$ cat src/rtl/dtmr_pkg.sv
package dtmr_pkg;
    localparam int BYTE_W  = 8;
    localparam int ADDR_W  = 3;
    localparam int NUM_TMR = 2;

    localparam logic [ADDR_W-1:0] A_MODE = 3'd0;
    localparam logic [ADDR_W-1:0] A_CTRL = 3'd1;
    localparam logic [ADDR_W-1:0] A_CNT0 = 3'd2;

    localparam int CTRL_RUN_BIT0  = 4;
    localparam int CTRL_FLAG_BIT0 = 5;
    localparam int MODE_NIB_W     = 4;

    typedef enum logic [1:0] {
        MD_WIDE_A = 2'b00,
        MD_WIDE   = 2'b01,
        MD_RELOAD = 2'b10,
        MD_WIDE_B = 2'b11
    } tmode_e;

    typedef struct packed {
        logic [BYTE_W-1:0]  mode;
        logic [NUM_TMR-1:0] run;
        logic [NUM_TMR-1:0] flag;
    } ctl_s;
endpackage

$ cat src/rtl/dtmr_core.sv
module dtmr_core
    import dtmr_pkg::*;
#(
    parameter int BW = 8
) (
    input  logic          clk,
    input  logic          rst_n,
    input  logic          tick,
    input  logic          run,
    input  tmode_e        mode,
    input  logic          wr_lo,
    input  logic          wr_hi,
    input  logic [BW-1:0] wr_data,
    output logic [BW-1:0] cnt_lo,
    output logic [BW-1:0] cnt_hi,
    output logic          ovf
);
    typedef struct packed {
        logic [BW-1:0] hi;
        logic [BW-1:0] lo;
    } cnt_t;

    cnt_t st_d, st_q;
    logic advance;

    always_comb begin
        st_d    = st_q;
        ovf     = 1'b0;
        advance = run && tick && !wr_lo && !wr_hi;
        if (wr_lo) st_d.lo = wr_data;
        if (wr_hi) st_d.hi = wr_data;
        if (advance) begin
            if (mode == MD_RELOAD) begin
                if (st_q.lo == '1) begin
                    st_d.lo = st_q.hi;
                    ovf     = 1'b1;
                end else begin
                    st_d.lo = st_q.lo + 1'b1;
                end
            end else begin
                st_d = st_q + 1'b1;
                ovf  = (st_q == '1);
            end
        end
    end

    always_ff @(posedge clk or negedge rst_n) begin
        if (!rst_n) st_q <= '0;
        else        st_q <= st_d;
    end

    assign cnt_lo = st_q.lo;
    assign cnt_hi = st_q.hi;

    AST_IDLE_HOLD: assert property (@(posedge clk) disable iff (!rst_n)
        (!(run && tick) && !wr_lo && !wr_hi) |=> ($stable(cnt_lo) && $stable(cnt_hi)));
    AST_WIDE_WRAP: assert property (@(posedge clk) disable iff (!rst_n)
        (ovf && mode != MD_RELOAD) |=> (cnt_lo == '0 && cnt_hi == '0));
    AST_RELOAD_HI_KEEP: assert property (@(posedge clk) disable iff (!rst_n)
        (mode == MD_RELOAD && !wr_hi) |=> $stable(cnt_hi));
    AST_RELOAD_VALUE: assert property (@(posedge clk) disable iff (!rst_n)
        (ovf && mode == MD_RELOAD) |=> (cnt_lo == $past(cnt_hi)));
    AST_WRITE_WINS: assert property (@(posedge clk) disable iff (!rst_n)
        wr_lo |=> (cnt_lo == $past(wr_data)));
    AST_NO_OVF_ON_WRITE: assert property (@(posedge clk) disable iff (!rst_n)
        (wr_lo || wr_hi) |-> !ovf);
endmodule

$ cat src/rtl/dtmr_rdmux.sv
module dtmr_rdmux
    import dtmr_pkg::*;
#(
    parameter int BW = 8,
    parameter int NT = 2,
    parameter int AW = 3
) (
    input  logic [AW-1:0]        addr,
    input  logic [BW-1:0]        mode_byte,
    input  logic [BW-1:0]        ctrl_byte,
    input  logic [NT-1:0][BW-1:0] lo_bytes,
    input  logic [NT-1:0][BW-1:0] hi_bytes,
    output logic [BW-1:0]        rd_data
);
    always_comb begin
        rd_data = '0;
        if (addr == A_MODE) rd_data = mode_byte;
        if (addr == A_CTRL) rd_data = ctrl_byte;
        for (int i = 0; i < NT; i++) begin
            if (addr == AW'(int'(A_CNT0) + 2 * i))     rd_data = lo_bytes[i];
            if (addr == AW'(int'(A_CNT0) + 2 * i + 1)) rd_data = hi_bytes[i];
        end
    end
endmodule

$ cat src/rtl/dtmr_dual.sv
module dtmr_dual
    import dtmr_pkg::*;
(
    input  logic               clk,
    input  logic               rst_n,
    input  logic               tick,
    input  logic               wr_en,
    input  logic [ADDR_W-1:0]  addr,
    input  logic [BYTE_W-1:0]  wr_data,
    output logic [BYTE_W-1:0]  rd_data,
    input  logic [NUM_TMR-1:0] irq_ack,
    output logic [NUM_TMR-1:0] irq
);
    ctl_s ctl_d, ctl_q;

    logic [NUM_TMR-1:0]             ovf;
    logic [NUM_TMR-1:0]             wr_lo, wr_hi;
    logic [NUM_TMR-1:0][BYTE_W-1:0] lo_b, hi_b;
    logic [BYTE_W-1:0]              ctrl_byte;
    logic                           ctrl_wr;

    assign ctrl_wr = wr_en && (addr == A_CTRL);

    always_comb begin
        ctl_d = ctl_q;
        if (wr_en && addr == A_MODE) ctl_d.mode = wr_data;
        for (int i = 0; i < NUM_TMR; i++) begin
            if (irq_ack[i]) ctl_d.flag[i] = 1'b0;
            if (ctrl_wr) begin
                ctl_d.run[i]  = wr_data[CTRL_RUN_BIT0 + 2 * i];
                ctl_d.flag[i] = wr_data[CTRL_FLAG_BIT0 + 2 * i];
            end
            if (ovf[i]) ctl_d.flag[i] = 1'b1;
        end
    end

    always_ff @(posedge clk or negedge rst_n) begin
        if (!rst_n) ctl_q <= '0;
        else        ctl_q <= ctl_d;
    end

    always_comb begin
        ctrl_byte = '0;
        for (int i = 0; i < NUM_TMR; i++) begin
            ctrl_byte[CTRL_RUN_BIT0 + 2 * i]  = ctl_q.run[i];
            ctrl_byte[CTRL_FLAG_BIT0 + 2 * i] = ctl_q.flag[i];
        end
    end

    for (genvar g = 0; g < NUM_TMR; g++) begin : g_tmr
        assign wr_lo[g] = wr_en && (addr == ADDR_W'(int'(A_CNT0) + 2 * g));
        assign wr_hi[g] = wr_en && (addr == ADDR_W'(int'(A_CNT0) + 2 * g + 1));

        dtmr_core #(.BW(BYTE_W)) u_core (
            .clk     (clk),
            .rst_n   (rst_n),
            .tick    (tick),
            .run     (ctl_q.run[g]),
            .mode    (tmode_e'(ctl_q.mode[MODE_NIB_W * g +: 2])),
            .wr_lo   (wr_lo[g]),
            .wr_hi   (wr_hi[g]),
            .wr_data (wr_data),
            .cnt_lo  (lo_b[g]),
            .cnt_hi  (hi_b[g]),
            .ovf     (ovf[g])
        );

        AST_FLAG_ON_OVF: assert property (@(posedge clk) disable iff (!rst_n)
            ovf[g] |=> irq[g]);
        AST_ACK_CLEARS: assert property (@(posedge clk) disable iff (!rst_n)
            (irq_ack[g] && !ovf[g] && !ctrl_wr) |=> !irq[g]);
        AST_FLAG_QUIET: assert property (@(posedge clk) disable iff (!rst_n)
            (!irq_ack[g] && !ovf[g] && !ctrl_wr) |=> $stable(irq[g]));
    end

    dtmr_rdmux #(.BW(BYTE_W), .NT(NUM_TMR), .AW(ADDR_W)) u_rdmux (
        .addr      (addr),
        .mode_byte (ctl_q.mode),
        .ctrl_byte (ctrl_byte),
        .lo_bytes  (lo_b),
        .hi_bytes  (hi_b),
        .rd_data   (rd_data)
    );

    assign irq = ctl_q.flag;
endmodule

$ cat config.mk
export PLATFORM = sky130hd
export DESIGN_NAME = dtmr_dual
export DESIGN_NICKNAME = d
export VERILOG_FILES = /design/src/rtl/dtmr_pkg.sv /design/src/rtl/dtmr_core.sv /design/src/rtl/dtmr_rdmux.sv /design/src/rtl/dtmr_dual.sv
export SDC_FILE = /design/constraint.sdc
export NUM_CORES = 1
export LEC_CHECK = 0
export BUFFER_PORTS_ARGS = -buffer_cell sky130_fd_sc_hd__buf_2
export CAP_MARGIN = 30
export CORE_MARGIN = 4
export CORE_UTILIZATION = 45
export DETAILED_ROUTE_END_ITERATION = 10
export SYNTH_ARGS = -nofsm -noshare
export SYNTH_HDL_FRONTEND = slang
export SYNTH_HIERARCHICAL = 1
export SYNTH_SLANG_ARGS = --single-unit
$ cat constraint.sdc
create_clock -name clk -period 5.24 [get_ports clk]
set_input_delay 1.572 -clock clk [delete_from_list [all_inputs] [get_ports clk]]
set_output_delay 1.572 -clock clk [all_outputs]
set_load 0.01 [all_outputs]
# Word level (Yosys, flattened, before mapping)
# Index checks and enable logic that the tools add are counted.
dict set report totals {
  register_bits 44
  latchBits 0
  ram_bits 0
  romBits 0
  out_inout_bits 10
  elab_cells 74
  mem_count 0
}
dict set report op_classes {
  add_sub_neg 4
  n_mul 0
  n_div 0
  n_lt_le_gt_ge 0
  n_eq_ne 11
  shift 0
  mux 30
  n_bitwise 0
  n_reduce_logical 21
}
# operator n
set ops {}
lappend ops {{$mux W8} 16}
lappend ops {{$add A16 B1 Y16 const B} 2}
lappend ops {{$eq A16 B16 Y1 const B} 2}
lappend ops {{$mux W16} 2}
lappend ops {{$add A8 B1 Y8 const B} 2}
lappend ops {{$eq A8 B8 Y1 const B} 2}
lappend ops {{$logic_and A1 B1 Y1} 12}
lappend ops {{$mux W1} 12}
lappend ops {{$eq A3 B2 Y1 const B} 2}
lappend ops {{$eq A3 B3 Y1 const B} 2}
lappend ops {{$reduce_bool A3 Y1} 2}
lappend ops {{$eq A2 B2 Y1 const B} 2}
lappend ops {{$logic_not A1 Y1} 4}
lappend ops {{$reduce_bool A2 Y1} 2}
lappend ops {{$eq A3 B1 Y1 const B} 1}
lappend ops {{$logic_not A3 Y1} 1}

# Longest topological paths before layout
dict set report logic_depth {
  depth_word 7
  mapped_depth 8
}

# Hierarchy
# Netlist, hierarchy kept.
# mod instances cells_per_inst area_per_inst_um2 seq_area_each_um2
set modules_own_cells {}
lappend modules_own_cells {{dtmr_core at g_tmr[1].u_core} 1 122 1134.8 400.4}
lappend modules_own_cells {{dtmr_core at g_tmr[0].u_core} 1 122 1126.1 400.4}
lappend modules_own_cells {dtmr_dual 1 38 539.3 300.3}
lappend modules_own_cells {dtmr_rdmux 1 47 457.9 0.0}

# Worst setup path after synthesis
# No wires, ideal clock.
dict set report synth_path {
  path_type {input -> output}
  from {input port addr[2]}
  to {output port rd_data[0]}
  arrival_time_ns 2.379
  t_required_ns 3.668
  slack_ns 1.289
  stages 3
  n_path_buf 1
  cell_sequence {clkbuf_1 -> nor2_2 -> a221oi_1}
}
dict set report synth_via {
  elab_chain_cells 7
}
# element line_no
set synth_rtl {}
lappend synth_rtl {{start: declaration} dtmr_dual.sv:8} ;# input logic [ADDR_W-1:0] addr,
lappend synth_rtl {{$logic_not A3 Y1} dtmr_rdmux.sv:17} ;# if (addr == A_MODE) rd_data = mode_byte;
lappend synth_rtl {{$mux W8} dtmr_rdmux.sv:17}
lappend synth_rtl {{$mux W8} dtmr_rdmux.sv:18} ;# if (addr == A_CTRL) rd_data = ctrl_byte;
lappend synth_rtl {{$mux W8} dtmr_rdmux.sv:20} ;# if (addr == AW'(int'(A_CNT0) + 2 * i)) rd_data = lo_bytes[i];
lappend synth_rtl {{$mux W8} dtmr_rdmux.sv:21} ;# if (addr == AW'(int'(A_CNT0) + 2 * i + 1)) rd_data = hi_bytes[i];
lappend synth_rtl {{$mux W8} dtmr_rdmux.sv:20}
lappend synth_rtl {{$mux W8 (*)} dtmr_rdmux.sv:21}
lappend synth_rtl {{end: declaration} dtmr_dual.sv:10} ;# output logic [BYTE_W-1:0] rd_data,
# Every way passes the cells marked *; elsewhere a longest branch is shown, timed or not.

# Final worst setup path
dict set report layout_path {
  from {input port addr[0]}
  to {output port rd_data[4]}
}
# The elaborated chain is that of the path after synthesis.

==> summary.txt <==
Status
  • Status: finished clean

Global route
  • First-pass GRT wire length: 14.0 mm
  • Antenna violations before repair: 0
  • Largest net degree at the start of global routing: 37
  • Remaining Overflow, GRT: 0
  • Vias in the first global route: 2584
  • Total track usage: 0.205

Finish
  • Most frequent cells in the layout: 44 x dfrtp_1, 26 x mux2i_1, 26 x buf_2
  • Area of the multi-input gates: 0.00199 mm²
  • Layout Nets: 370
  • Fin util: 0.520
  • Fillcell total: 657
  • Layout cell share with drive strength beyond 1: 0.214
  • Area growth syn-to-layout: 10.3%
  • Sequential cell area: 0.00110 mm²
  • Commonest non-fill, non-tap cell in the layout: dfrtp_1
  • Ant diodes: 0

Setup path
  • Worst endpoint data arrival time: 3000 ps
  • R2R depth: 5
  • Worst Path Required: 3670 ps
  • CP startpoint kind: input port
  • Critical path peak fanout: 30
  • Crit Path Category: in2out
  • Reg2reg start: g_tmr[0].u_core/cnt_lo[0]
  • Crit. End Element: output pin
  • R2r setup slk: 3080 ps
  • RR Endpoint: g_tmr[0].u_core/cnt_lo[3]

STA
  • Clock skew: 4.25 ps
  • Slack of the critical path: 672 ps
  • Maximum clock rate: 219 MHz
  • Max Slew Vio Count: 0
  • TNS Setup: 0 ps
  • RSZ-0062 raised after global routing: no
  • Slew Limit Headroom: 0.448
  • Slew @ Worst Pin: 828 ps
  • Fraction of the cycle the final worst path needs: 0.872
  • Setup violators final: 0
  • Final hold vios: 0
  • Period minus WS final: 4570 ps

Worst hold path
  • Hold WC Path Type: reg2reg
  • Hold wc startpoint: ctl_q[10]
  • Worst hold stages: 1
  • Hold Crit Endpoint: ctl_q[10]

Drt
  • Final ANT Viol Nets: 0
  • Via count: 2731
  • Drt initial violations: 171
  • Final WL: 8.46 mm
  • Drt via density: 6.11
  • DRC viols: 0
  • Pre-antenna DRT Iters: 5
  • Routed length per instance: 18.9 µm

Place
  • HPWL Detailed: 6.14 mm
  • Placement Setup Slack: 706 ps
  • Placer Congestion: 0.783
  • Input/output buffers: 26

Floorplan
  • Row count: 30
  • Core box area: 0.00691 mm²
  • Die W: 93.1 µm
  • Starting Density: 0.472
  • Full die area: 0.00867 mm²
  • I/O pin total: 27
  • Die Y: 93.1 µm

Synth
  • Area of the mapped netlist: 0.00326 mm²
  • Post-synth ARST share: 1.00
  • Yosys Warn Count: 6
  • Main synth FF type: dfrtp_1
  • Post-synth EDFFs: 0
  • Synth Instances: 329
  • Synth Register Bits: 44
  • Synthesized area per cell: 9.90 µm²
  • Register area share after synthesis: 0.338
  • Netlist cell types: 56

Clock network
  • Post-CTS Setup Repair Bufs: 0
  • CTS HTree Levels: 2
  • CTS resizes: 0
  • Max Buffers Root-to-Sink: 2
  • TritonCTS clock tree: built
  • Root buf cell: clkbuf_8
  • Worst-path clk slew: 90 ps
  • Skew-Pair Late Insertion Delay: 300 ps
  • Sink Count: 44
  • Hold Buf Count CTS: 0
  • TritonCTS buffer count: 5

Power and ir drop
  • Peak VDD IR: 0.194 mV
  • Leakage: 0.00153 µW
  • Power Density: 398 mW/mm²
  • Power, Total: 1430 µW

Flow run
  • Maxcap violations: 0
## critical path, cell delays in order
cell	delay [ps]
buf_2	630
mux2i_1	170
o21a_1	210
a221oi_2	220
buf_2	180
## sequential cells by signal, summed over array words and instances (netlist names)
register and count:
g_tmr.u_core/cnt_hi 16, g_tmr.u_core/cnt_lo 16, ctl_q 10, irq 2
## layer usage
metal | vias up | track usage | wire, µm
met3 | 10 | 0.0257 | 488
li1 | 1300 | - | -
met2 | 95 | 0.313 | 3780
met4 | 0 | 0.0415 | 103
met1 | 1326 | 0.312 | 4090
met5 | - | 0 | 0
## synthesized netlist by cell type, drive strengths merged, types with 3 or more instances
library cell / n / area, µm²
and2: 10 / 62.6
nand2b: 4 / 25.0
mux2: 12 / 135
a221oi: 26 / 265
o21a: 10 / 75.1
nor2: 16 / 62.6
buf: 14 / 101
nor3b: 5 / 48.8
nand4: 4 / 55.1
a311oi: 10 / 87.6
and3: 5 / 31.3
nand3: 13 / 82.6
xnor2: 7 / 61.3
nor2b: 3 / 26.3
nand2: 16 / 60.1
a21o: 4 / 30.0
a31oi: 6 / 37.5
dfrtp: 44 / 1100
clkbuf: 6 / 22.5
o21ai: 5 / 25.0
a22oi: 4 / 30.0
inv: 18 / 67.6
nor3: 13 / 87.6
mux2i: 26 / 260
a21oi: 14 / 70.1
## worst max-delay path by stage
| stage | from | to | slack (ps) | cells past startpoint |
|---|---|---|---|---|
| 2_1_floorplan | addr[2] | rd_data[0] | 1290 | 3 |
| 3_3_place_gp | addr[0] | rd_data[4] | 720 | 5 |
| 3_5_place_dp | addr[0] | rd_data[4] | 710 | 5 |
| 4_1_cts | addr[0] | rd_data[4] | 710 | 5 |
| 5_1_grt | addr[0] | rd_data[1] | 560 | 5 |
| 6_report | addr[0] | rd_data[4] | 670 | 5 |
## per-stage QoR
stage | hold WS (ps) | std cells | cell area, µm²
floorplan | 480 | 332 | 3270
global placement | 495 | 439 | 3440
detailed placement | 497 | 440 | 3460
CTS | 517 | 447 | 3590
global route | 544 | 447 | 3590
finish | 513 | 447 | 3590
## power breakdown
part	switching, µW	internal [µW]	total [µW]
logic	262	254	516
clock network	119	188	307
registers	168	439	607
total	549	880	1430
## cells by family after synthesis
family                   synth area share
AND/OR/NAND/NOR                     0.229
AO/OA/AOI/OAI                       0.220
flip-flops                          0.338
multiplexers                        0.121
buffers and inverters              0.0588
XOR/XNOR                           0.0242
adder cells (fa/ha/maj)           0.00768
other                             0.00115
## cell type report
type | count | area share
Clock buffer | 5 | 0.0192
Sequential cell | 44 | 0.307
Clock inverter | 2 | 0.0167
Multi-Input combinational cell | 250 | 0.553
Inverter | 18 | 0.0188
Timing Repair Buffer | 32 | 0.0522
Tap cell | 96 | 0.0334
Note: power is estimated with default switching activity, not from simulation.
